==> config.mk <==
export PLATFORM = sky130hd
export DESIGN_NAME = edge_irq_ctrl
export DESIGN_NICKNAME = d
export VERILOG_FILES = /design/src/rtl/irq_pkg.sv /design/src/rtl/irq_edge_sync.sv /design/src/rtl/irq_flag_regs.sv /design/src/rtl/irq_vector.sv /design/src/rtl/edge_irq_ctrl.sv
export SDC_FILE = /design/constraint.sdc
export NUM_CORES = 1
export LEC_CHECK = 0
export BUFFER_PORTS_ARGS = -buffer_cell sky130_fd_sc_hd__buf_2
export CAP_MARGIN = 20
export CORE_MARGIN = 1
export CORE_UTILIZATION = 46
export CTS_BUF_LIST = sky130_fd_sc_hd__clkbuf_8
export DETAILED_ROUTE_END_ITERATION = 10
export PLACE_DENSITY_LB_ADDON = 0.15
export SETUP_SLACK_MARGIN = 0.4
export SYNTH_ARGS = -nofsm -noshare
export SYNTH_HDL_FRONTEND = slang
export SYNTH_SLANG_ARGS = --single-unit
==> constraint.sdc <==
create_clock -name clk -period 2.1 [get_ports clk]
set_input_delay 0.42 -clock clk [delete_from_list [all_inputs] [get_ports clk]]
set_output_delay 0.42 -clock clk [all_outputs]
set_load 0.01 [all_outputs]
==> src/rtl/irq_pkg.sv <==
package irq_pkg;
  localparam int unsigned NSRC   = 7;
  localparam int unsigned REG_W  = 8;
  localparam int unsigned ADDR_W = 12;
  localparam int unsigned NEXT   = 4;

  localparam int unsigned BIT_TMR  = 0;
  localparam int unsigned BIT_CNTA = 1;
  localparam int unsigned BIT_CNTB = 2;
  localparam int unsigned BIT_EXT0 = 3;

  localparam logic [ADDR_W-1:0] VEC_RESET = 12'h000;
  localparam logic [ADDR_W-1:0] VEC_SOFT  = 12'h001;
  localparam logic [ADDR_W-1:0] VEC_HW    = 12'h008;

  typedef enum logic [1:0] {
    VK_NONE  = 2'd0,
    VK_RESET = 2'd1,
    VK_SOFT  = 2'd2,
    VK_HW    = 2'd3
  } vec_kind_e;
endpackage

==> src/rtl/irq_edge_sync.sv <==
module irq_edge_sync #(
  parameter int unsigned W = 7
) (
  input  logic         clk,
  input  logic         rst_ni,
  input  logic [W-1:0] src_i,
  output logic [W-1:0] sync_o,
  output logic [W-1:0] fall_o
);
  for (genvar g = 0; g < W; g++) begin : g_src
    logic meta_q, sync_q, dly_q;
    logic meta_d, sync_d, dly_d;

    always_comb begin
      meta_d = src_i[g];
      sync_d = meta_q;
      dly_d  = sync_q;
    end

    always_ff @(posedge clk or negedge rst_ni) begin
      if (!rst_ni) begin
        meta_q <= 1'b0;
        sync_q <= 1'b0;
        dly_q  <= 1'b0;
      end else begin
        meta_q <= meta_d;
        sync_q <= sync_d;
        dly_q  <= dly_d;
      end
    end

    assign sync_o[g] = sync_q;
    assign fall_o[g] = dly_q & ~sync_q;
  end
endmodule

==> src/rtl/irq_flag_regs.sv <==
module irq_flag_regs
  import irq_pkg::*;
(
  input  logic             clk,
  input  logic             rst_ni,
  input  logic [NSRC-1:0]  fall_i,
  input  logic             wr_i,
  input  logic             sel_i,
  input  logic [REG_W-1:0] wdata_i,
  output logic [REG_W-1:0] status_o,
  output logic [REG_W-1:0] mask_o
);
  localparam int unsigned PAD = REG_W - NSRC;

  logic [NSRC-1:0]  flag_q, flag_d;
  logic [REG_W-1:0] mask_q, mask_d;
  logic             mask_en, clr_en;
  logic [NSRC-1:0]  set_vec, keep_vec;

  always_comb begin
    clr_en   = wr_i & ~sel_i;
    mask_en  = wr_i & sel_i;
    set_vec  = fall_i & mask_q[NSRC-1:0];
    keep_vec = clr_en ? wdata_i[NSRC-1:0] : {NSRC{1'b1}};
    flag_d   = (flag_q & keep_vec) | set_vec;
    mask_d   = wdata_i;
  end

  always_ff @(posedge clk or negedge rst_ni) begin
    if (!rst_ni) begin
      flag_q <= '0;
    end else begin
      flag_q <= flag_d;
    end
  end

  always_ff @(posedge clk or negedge rst_ni) begin
    if (!rst_ni) begin
      mask_q <= '0;
    end else if (mask_en) begin
      mask_q <= mask_d;
    end
  end

  assign status_o = {{PAD{1'b0}}, flag_q};
  assign mask_o   = mask_q;
endmodule

==> src/rtl/irq_vector.sv <==
module irq_vector
  import irq_pkg::*;
(
  input  logic              clk,
  input  logic              rst_ni,
  input  logic              pending_i,
  input  logic              en_i,
  input  logic              dis_i,
  input  logic              sw_i,
  output logic              req_o,
  output logic [ADDR_W-1:0] addr_o
);
  logic      boot_q, boot_d;
  logic      gie_q, gie_d;
  vec_kind_e kind;

  always_comb begin
    if (boot_q)                 kind = VK_RESET;
    else if (sw_i)              kind = VK_SOFT;
    else if (gie_q & pending_i) kind = VK_HW;
    else                        kind = VK_NONE;

    boot_d = 1'b0;
    if (dis_i || kind == VK_HW) gie_d = 1'b0;
    else if (en_i)              gie_d = 1'b1;
    else                        gie_d = gie_q;
  end

  always_ff @(posedge clk or negedge rst_ni) begin
    if (!rst_ni) begin
      boot_q <= 1'b1;
      gie_q  <= 1'b0;
    end else begin
      boot_q <= boot_d;
      gie_q  <= gie_d;
    end
  end

  always_comb begin
    req_o = rst_ni && (kind != VK_NONE);
    unique case (kind)
      VK_RESET: addr_o = VEC_RESET;
      VK_SOFT:  addr_o = VEC_SOFT;
      VK_HW:    addr_o = VEC_HW;
      default:  addr_o = VEC_RESET;
    endcase
  end
endmodule

==> src/rtl/edge_irq_ctrl.sv <==
module edge_irq_ctrl
  import irq_pkg::*;
(
  input  logic              clk,
  input  logic              rst_n,
  input  logic              tmr_ovf_i,
  input  logic              cnta_ovf_i,
  input  logic              cntb_ovf_i,
  input  logic [3:0]        ext_pin_i,
  output logic [3:0]        pin_data_o,
  input  logic              reg_wr_i,
  input  logic              reg_sel_i,
  input  logic [7:0]        reg_wdata_i,
  output logic [7:0]        status_o,
  output logic [7:0]        mask_o,
  input  logic              irq_en_i,
  input  logic              irq_dis_i,
  input  logic              sw_irq_i,
  output logic              vec_req_o,
  output logic [11:0]       vec_addr_o
);
  logic [1:0]      rst_sync_q;
  logic            rst_int_n;
  logic [NSRC-1:0] src, sync, fall;
  logic            pending;

  always_ff @(posedge clk or negedge rst_n) begin
    if (!rst_n) rst_sync_q <= 2'b00;
    else        rst_sync_q <= {rst_sync_q[0], 1'b1};
  end
  assign rst_int_n = rst_sync_q[1];

  always_comb begin
    src = '0;
    src[BIT_TMR]  = tmr_ovf_i;
    src[BIT_CNTA] = cnta_ovf_i;
    src[BIT_CNTB] = cntb_ovf_i;
    src[BIT_EXT0 +: NEXT] = ext_pin_i;
  end

  irq_edge_sync #(.W(NSRC)) u_sync (
    .clk    (clk),
    .rst_ni (rst_int_n),
    .src_i  (src),
    .sync_o (sync),
    .fall_o (fall)
  );

  assign pin_data_o = sync[BIT_EXT0 +: NEXT];

  irq_flag_regs u_regs (
    .clk      (clk),
    .rst_ni   (rst_int_n),
    .fall_i   (fall),
    .wr_i     (reg_wr_i),
    .sel_i    (reg_sel_i),
    .wdata_i  (reg_wdata_i),
    .status_o (status_o),
    .mask_o   (mask_o)
  );

  assign pending = |(status_o & mask_o);

  irq_vector u_vec (
    .clk       (clk),
    .rst_ni    (rst_int_n),
    .pending_i (pending),
    .en_i      (irq_en_i),
    .dis_i     (irq_dis_i),
    .sw_i      (sw_irq_i),
    .req_o     (vec_req_o),
    .addr_o    (vec_addr_o)
  );
endmodule

* Word level (Yosys, flattened, before mapping) *
Index checks and enable logic that the tools add are counted.

storage, ports and cells
  bits of input ports = 22
  bits in registers = 40

cells by class
  multiplexer cells = 7
  bitwise operators = 22
  equal/unequal tests = 2
  reduce and logical (&&, ||, !) cells = 5

operators with widths
  cell                                   number
  bitwise AND 7 bit                      2
  bitwise AND 1 bit                      10
  bitwise AND 7 x 8 -> 8 bit             1
  NOT 1 bit                              8
  case mux 4 bit (2 select lines)        1
  OR reduction 8 bit                     1
  two-way mux 7 bit                      1
  OR 7 bit                               1
  two-way mux 2 bit                      3
  == test 2 bit (second input constant)  2
  nonzero test 2 bit                     2
  two-way mux 1 bit                      2
  logical AND 1 bit                      1
  logical OR 1 bit                       1

* Longest topological paths before layout *
  depth after elaboration = 9
  gate-level depth with buffers = 3

* Cells and area by module *
Synthesis repeated with hierarchy kept, for this count alone.

unflattened totals
  cells, all modules = 110
  area, all modules = 1,555.2 um^2

by module, submodules not included
  module         cells each  instances  area an instance (um^2)
  irq_edge_sync  35          1          674.4
  irq_flag_regs  48          1          605.6
  irq_vector     19          1          185.2
  edge_irq_ctrl  8           1          90.1

* Worst setup path after synthesis *
OpenSTA, ideal clock, no wires.

  path type = register to output
  start point = reg rst_sync_q[1]
  end point = out vec_req_o
  arrival time = 1,488 ps
  path slack = 192 ps
  buffers on the path = 0
  cell stages (with the launch flop) = 3
  data required time = 1,680 ps
  cells stage by stage = dfrtp_1 > nor2b_1 > a31o_2

between the ends
  longest elaborated chain between the ends = 1

ends and longest elaborated chain
  element                   RTL line             RTL
  start: declaration        edge_irq_ctrl.sv:22  logic [1:0] rst_sync_q;
  start signal: assignment  edge_irq_ctrl.sv:29  else rst_sync_q <= {rst_sync_q[0], 1'b1};
  logical AND 1 bit         irq_vector.sv:40     req_o = rst_ni && (kind != VK_NONE);
  end: declaration          edge_irq_ctrl.sv:19  output logic vec_req_o,

No other way between the ends.

* Worst setup path after layout *
  start point = reg u_regs.flag_q[3]
  end point = out vec_req_o

between the ends
  longest elaborated chain between the ends = 8

ends and longest elaborated chain
  element                     RTL line             RTL
  start: declaration          irq_flag_regs.sv:15  logic [NSRC-1:0] flag_q, flag_d;
  start signal: assignment    irq_flag_regs.sv:33  flag_q <= flag_d;
  bitwise AND 7 x 8 -> 8 bit  edge_irq_ctrl.sv:62  assign pending = |(status_o & mask_o);
  OR reduction 8 bit          edge_irq_ctrl.sv:62
  bitwise AND 1 bit           irq_vector.sv:20     else if (gie_q & pending_i) kind = VK_HW;
  two-way mux 2 bit           irq_vector.sv:20
  two-way mux 2 bit           irq_vector.sv:19     else if (sw_i) kind = VK_SOFT;
  two-way mux 2 bit           irq_vector.sv:18     if (boot_q) kind = VK_RESET;
  nonzero test 2 bit          irq_vector.sv:40
  logical AND 1 bit           irq_vector.sv:40

No other way between the ends.

==> results.py <==
metrics = {
    "power_and_ir_drop": {
        "peakVddDrop_v": 0.000605,
        "fin_total_pwr_mw": 1.62,
        "pwr_density_cell_nw_per_um2": 942,
        "p_leak_nw": 0.849,
    },
    "finish": {
        "drive_gt1_share_pct": 44.4,
        "finalInstanceArea_sq_um": 1720,
        "utilization_pct": 60.8,
        "final.fill_count": 243,
        "finalNonFillerCells": 182,
        "fin_nets": 172,
        "area_delta_synth_final_pct": 23.0,
        "diodes": 0,
    },
    "synth": {
        "ys_top_cells_by_count": "dfrtp_1 (39), buf_4 (15), o21ai_0 (12), mux2_2 (8), nand2_1 (8)",
        "synth_top_family_by_area": "buffers and inverters",
        "syn_area_sq_um": 1400,
        "synthArstFlopShare_pct": 100,
        "syn_avg_cell_area_sq_um": 14.1,
        "synth_top_area_cell": "dfrtp_1",
        "yosysMostFrequentCell": "dfrtp_1",
        "synth-simple-area-share_pct": 5.99,
        "synth_area_leaders": "dfrtp_1 (70%), buf_4 (8.1%), mux2_2 (6.4%), o21ai_0 (4.3%), nand2_1 (2.1%)",
        "synth_ff_type": "dfrtp_1",
        "synth_edf_count": 0,
        "ys_ff_latch": 40,
        "synth_compound_area_share_pct": 7.33,
        "synthMuxAreaShare_pct": 6.44,
        "synth_cells": 99,
        "ys_types": 17,
        "ys_seq_area_share_pct": 71.6,
        "yosysWarnings": 0,
        "synth_top_area_share_pct": 69.8,
        "synthAdderAreaFrac_pct": 0,
        "synth-xor-area-share_pct": 0,
    },
    "sta": {
        "worst_slack_ps": 54.2,
        "fin_crit_sh_pct": 97.4,
        "grt_setup_unrepaired": "yes",
        "setup_viol": 0,
        "whs_ps": 68.3,
        "hold_viol": 0,
        "fin_crit_ps": 2050,
        "max_freq_mhz": 489,
        "fin_setup_tns_ps": 0,
        "clock_skew_ps": 4.30,
        "slew_viol_final": 0,
    },
    "cts": {
        "h-tree-depth": 2,
        "cts_buffer_depth": 2,
        "worst_setup_hold_path_clk_slew_ps": 70,
        "cts.sinks": 40,
        "cts_buffers": 5,
        "root_buffer": "clkbuf_8",
        "cts_tree": "yes",
        "insertion_delay_ps": 280,
    },
    "floorplanning": {
        "dieWidth_um": 57.1,
        "start_util_pct": 49.4,
        "die_h_um": 57.1,
        "die_area_sq_um": 3270,
        "io_pins": 55,
        "core_area_sq_um": 2830,
        "rows": 19,
    },
    "grt": {
        "grt_first_pass_wirelength_um": 3910,
        "grt_use_total_pct": 16.5,
        "antenna_found_initial": 0,
        "grt.overflow.total": 0,
        "grt_start_max_net_pins": 38,
        "grt_pass1_vias": 850,
    },
    "worst_setup_path": {
        "worstSetupPathType": "reg -> out",
        "critPathArrivalTime_ps": 1630,
        "endpoint_kind": "primary output",
        "startpoint_type": "flop",
        "worstPathMaxFanout": 3,
        "required_ps": 1680,
    },
    "run": {
        "drv_cap": 0,
    },
    "detailed_routing": {
        "drcViolationCount": 12,
        "routed.top_layer": "met4",
        "dr_wl_met3_um": 128,
        "dr.pass1.iters": 7,
        "drtIter0Drc": 23,
        "post_drt_wl_per_cell_um": 13.1,
        "drt.antenna.violating_nets": 0,
        "via_count": 857,
        "wl_met2_um": 1210,
        "wl_met1_um": 1020,
        "via_per_inst": 4.71,
        "routed_wl_um": 2390,
    },
    "placed_design": {
        "dp_hpwl_um": 1720,
        "port_buffers": 43,
        "place_congestion": 0.729,
        "place_area_sq_um": 1590,
        "place_ws_ps": 301,
        "dpl.cell_count": 170,
    },
    "worst_hold_path": {
        "hp-class": "reg -> async",
    },
    "outcome": {
        "violations": "DRC",
        "status": "finished with violations",
    },
}
## cell usage in the layout, fill, tap and decap left out
cell type      count
a222oi_1           1
a22oi_1            2
a311oi_1           1
a31o_2             1
and3_4             1
buf_2             42
buf_4              4
buf_6              1
clkbuf_8           5
clkinv_2           2
clkinv_4           1
conb_1            13
dfrtp_1           38
dfrtp_2            1
dfstp_2            1
dlygate4sd3_1      1
mux2_2             8
nand2_1            8
nand2b_1           1
nand3_1            1
nand3b_1           2
nor2_1             2
nor2b_1            2
o21ai_0           12
## final timing paths
| check | depth (start not counted) | from | slack (ps) | to |
|---|---|---|---|---|
| max | 4 | u_regs.flag_q[3] | 50 | vec_req_o |
| min | 0 | rst_sync_q[1] | 70 | u_regs.mask_o[7] |
| max reg2reg | 4 | u_regs.flag_q[3] | 560 | u_vec.gie_q |
| min reg2reg | 0 | rst_sync_q[1] | 70 | u_regs.mask_o[7] |
| max in group asynchronous | 1 | rst_sync_q[1] | 1380 | u_vec.boot_q |
| min in group clk | 1 | ext_pin_i[2] | 240 | u_sync.g_src[5].meta_q |
## per-layer routing
metal  GRT usage (%)  vias up
met2            26.7       37
met3            4.76        5
met4            7.32        0
met5               0        -
met1            20.9      405
li1                -      410
## cell families after synthesis
kind of cell	after synthesis
flip-flops	40
buffers and inverters	15
AO/OA/AOI/OAI	17
multiplexers	8
other	2
AND/OR/NAND/NOR	17
## worst max-delay path, cell delays in order (launching register included)
cell,delay (ps)
dfrtp_1,390
a222oi_1,380
nand3_1,200
a31o_2,250
buf_6,120
## what timing repair did
action / 4_1_cts / 5_1_grt
pin swaps: 3 / 0
hold buffers: 1 / 0
hold endpoints to repair: 2 / 0
cloned: 0 / 0
buffers inserted: 3 / 0
endpoints found under the setup margin: 2 / 2
resized for setup: 2 / 0
## area by class of cell
cell class	count	area, sq um	share of cell area (%)
clock buffer	5	68.8	4.00
sequential	40	1000	58.3
clock inverter	3	18.8	1.09
tap	31	38.8	2.25
timing repair buffer	48	262	15.2
multi-input combinational	55	329	19.1
## where the power goes
part	switching [mW]	internal, mW	total (mW)
clock	0.247	0.231	0.478
combinational	0.128	0.117	0.245
sequential	0.0503	0.848	0.898
total	0.426	1.20	1.62
## state kept, by name (all words and copies together) (netlist names)
| name | cells |
|---|---|
| u_vec.gie_q | 1 |
| u_vec.boot_q | 1 |
| rst_sync_q | 2 |
| u_sync.g_src.dly_d | 7 |
| u_sync.g_src.meta_q | 7 |
| u_sync.g_src.dly_q | 7 |
| u_regs.flag_q | 7 |
| u_regs.mask_o | 8 |
(Power assumes the default switching activity.)
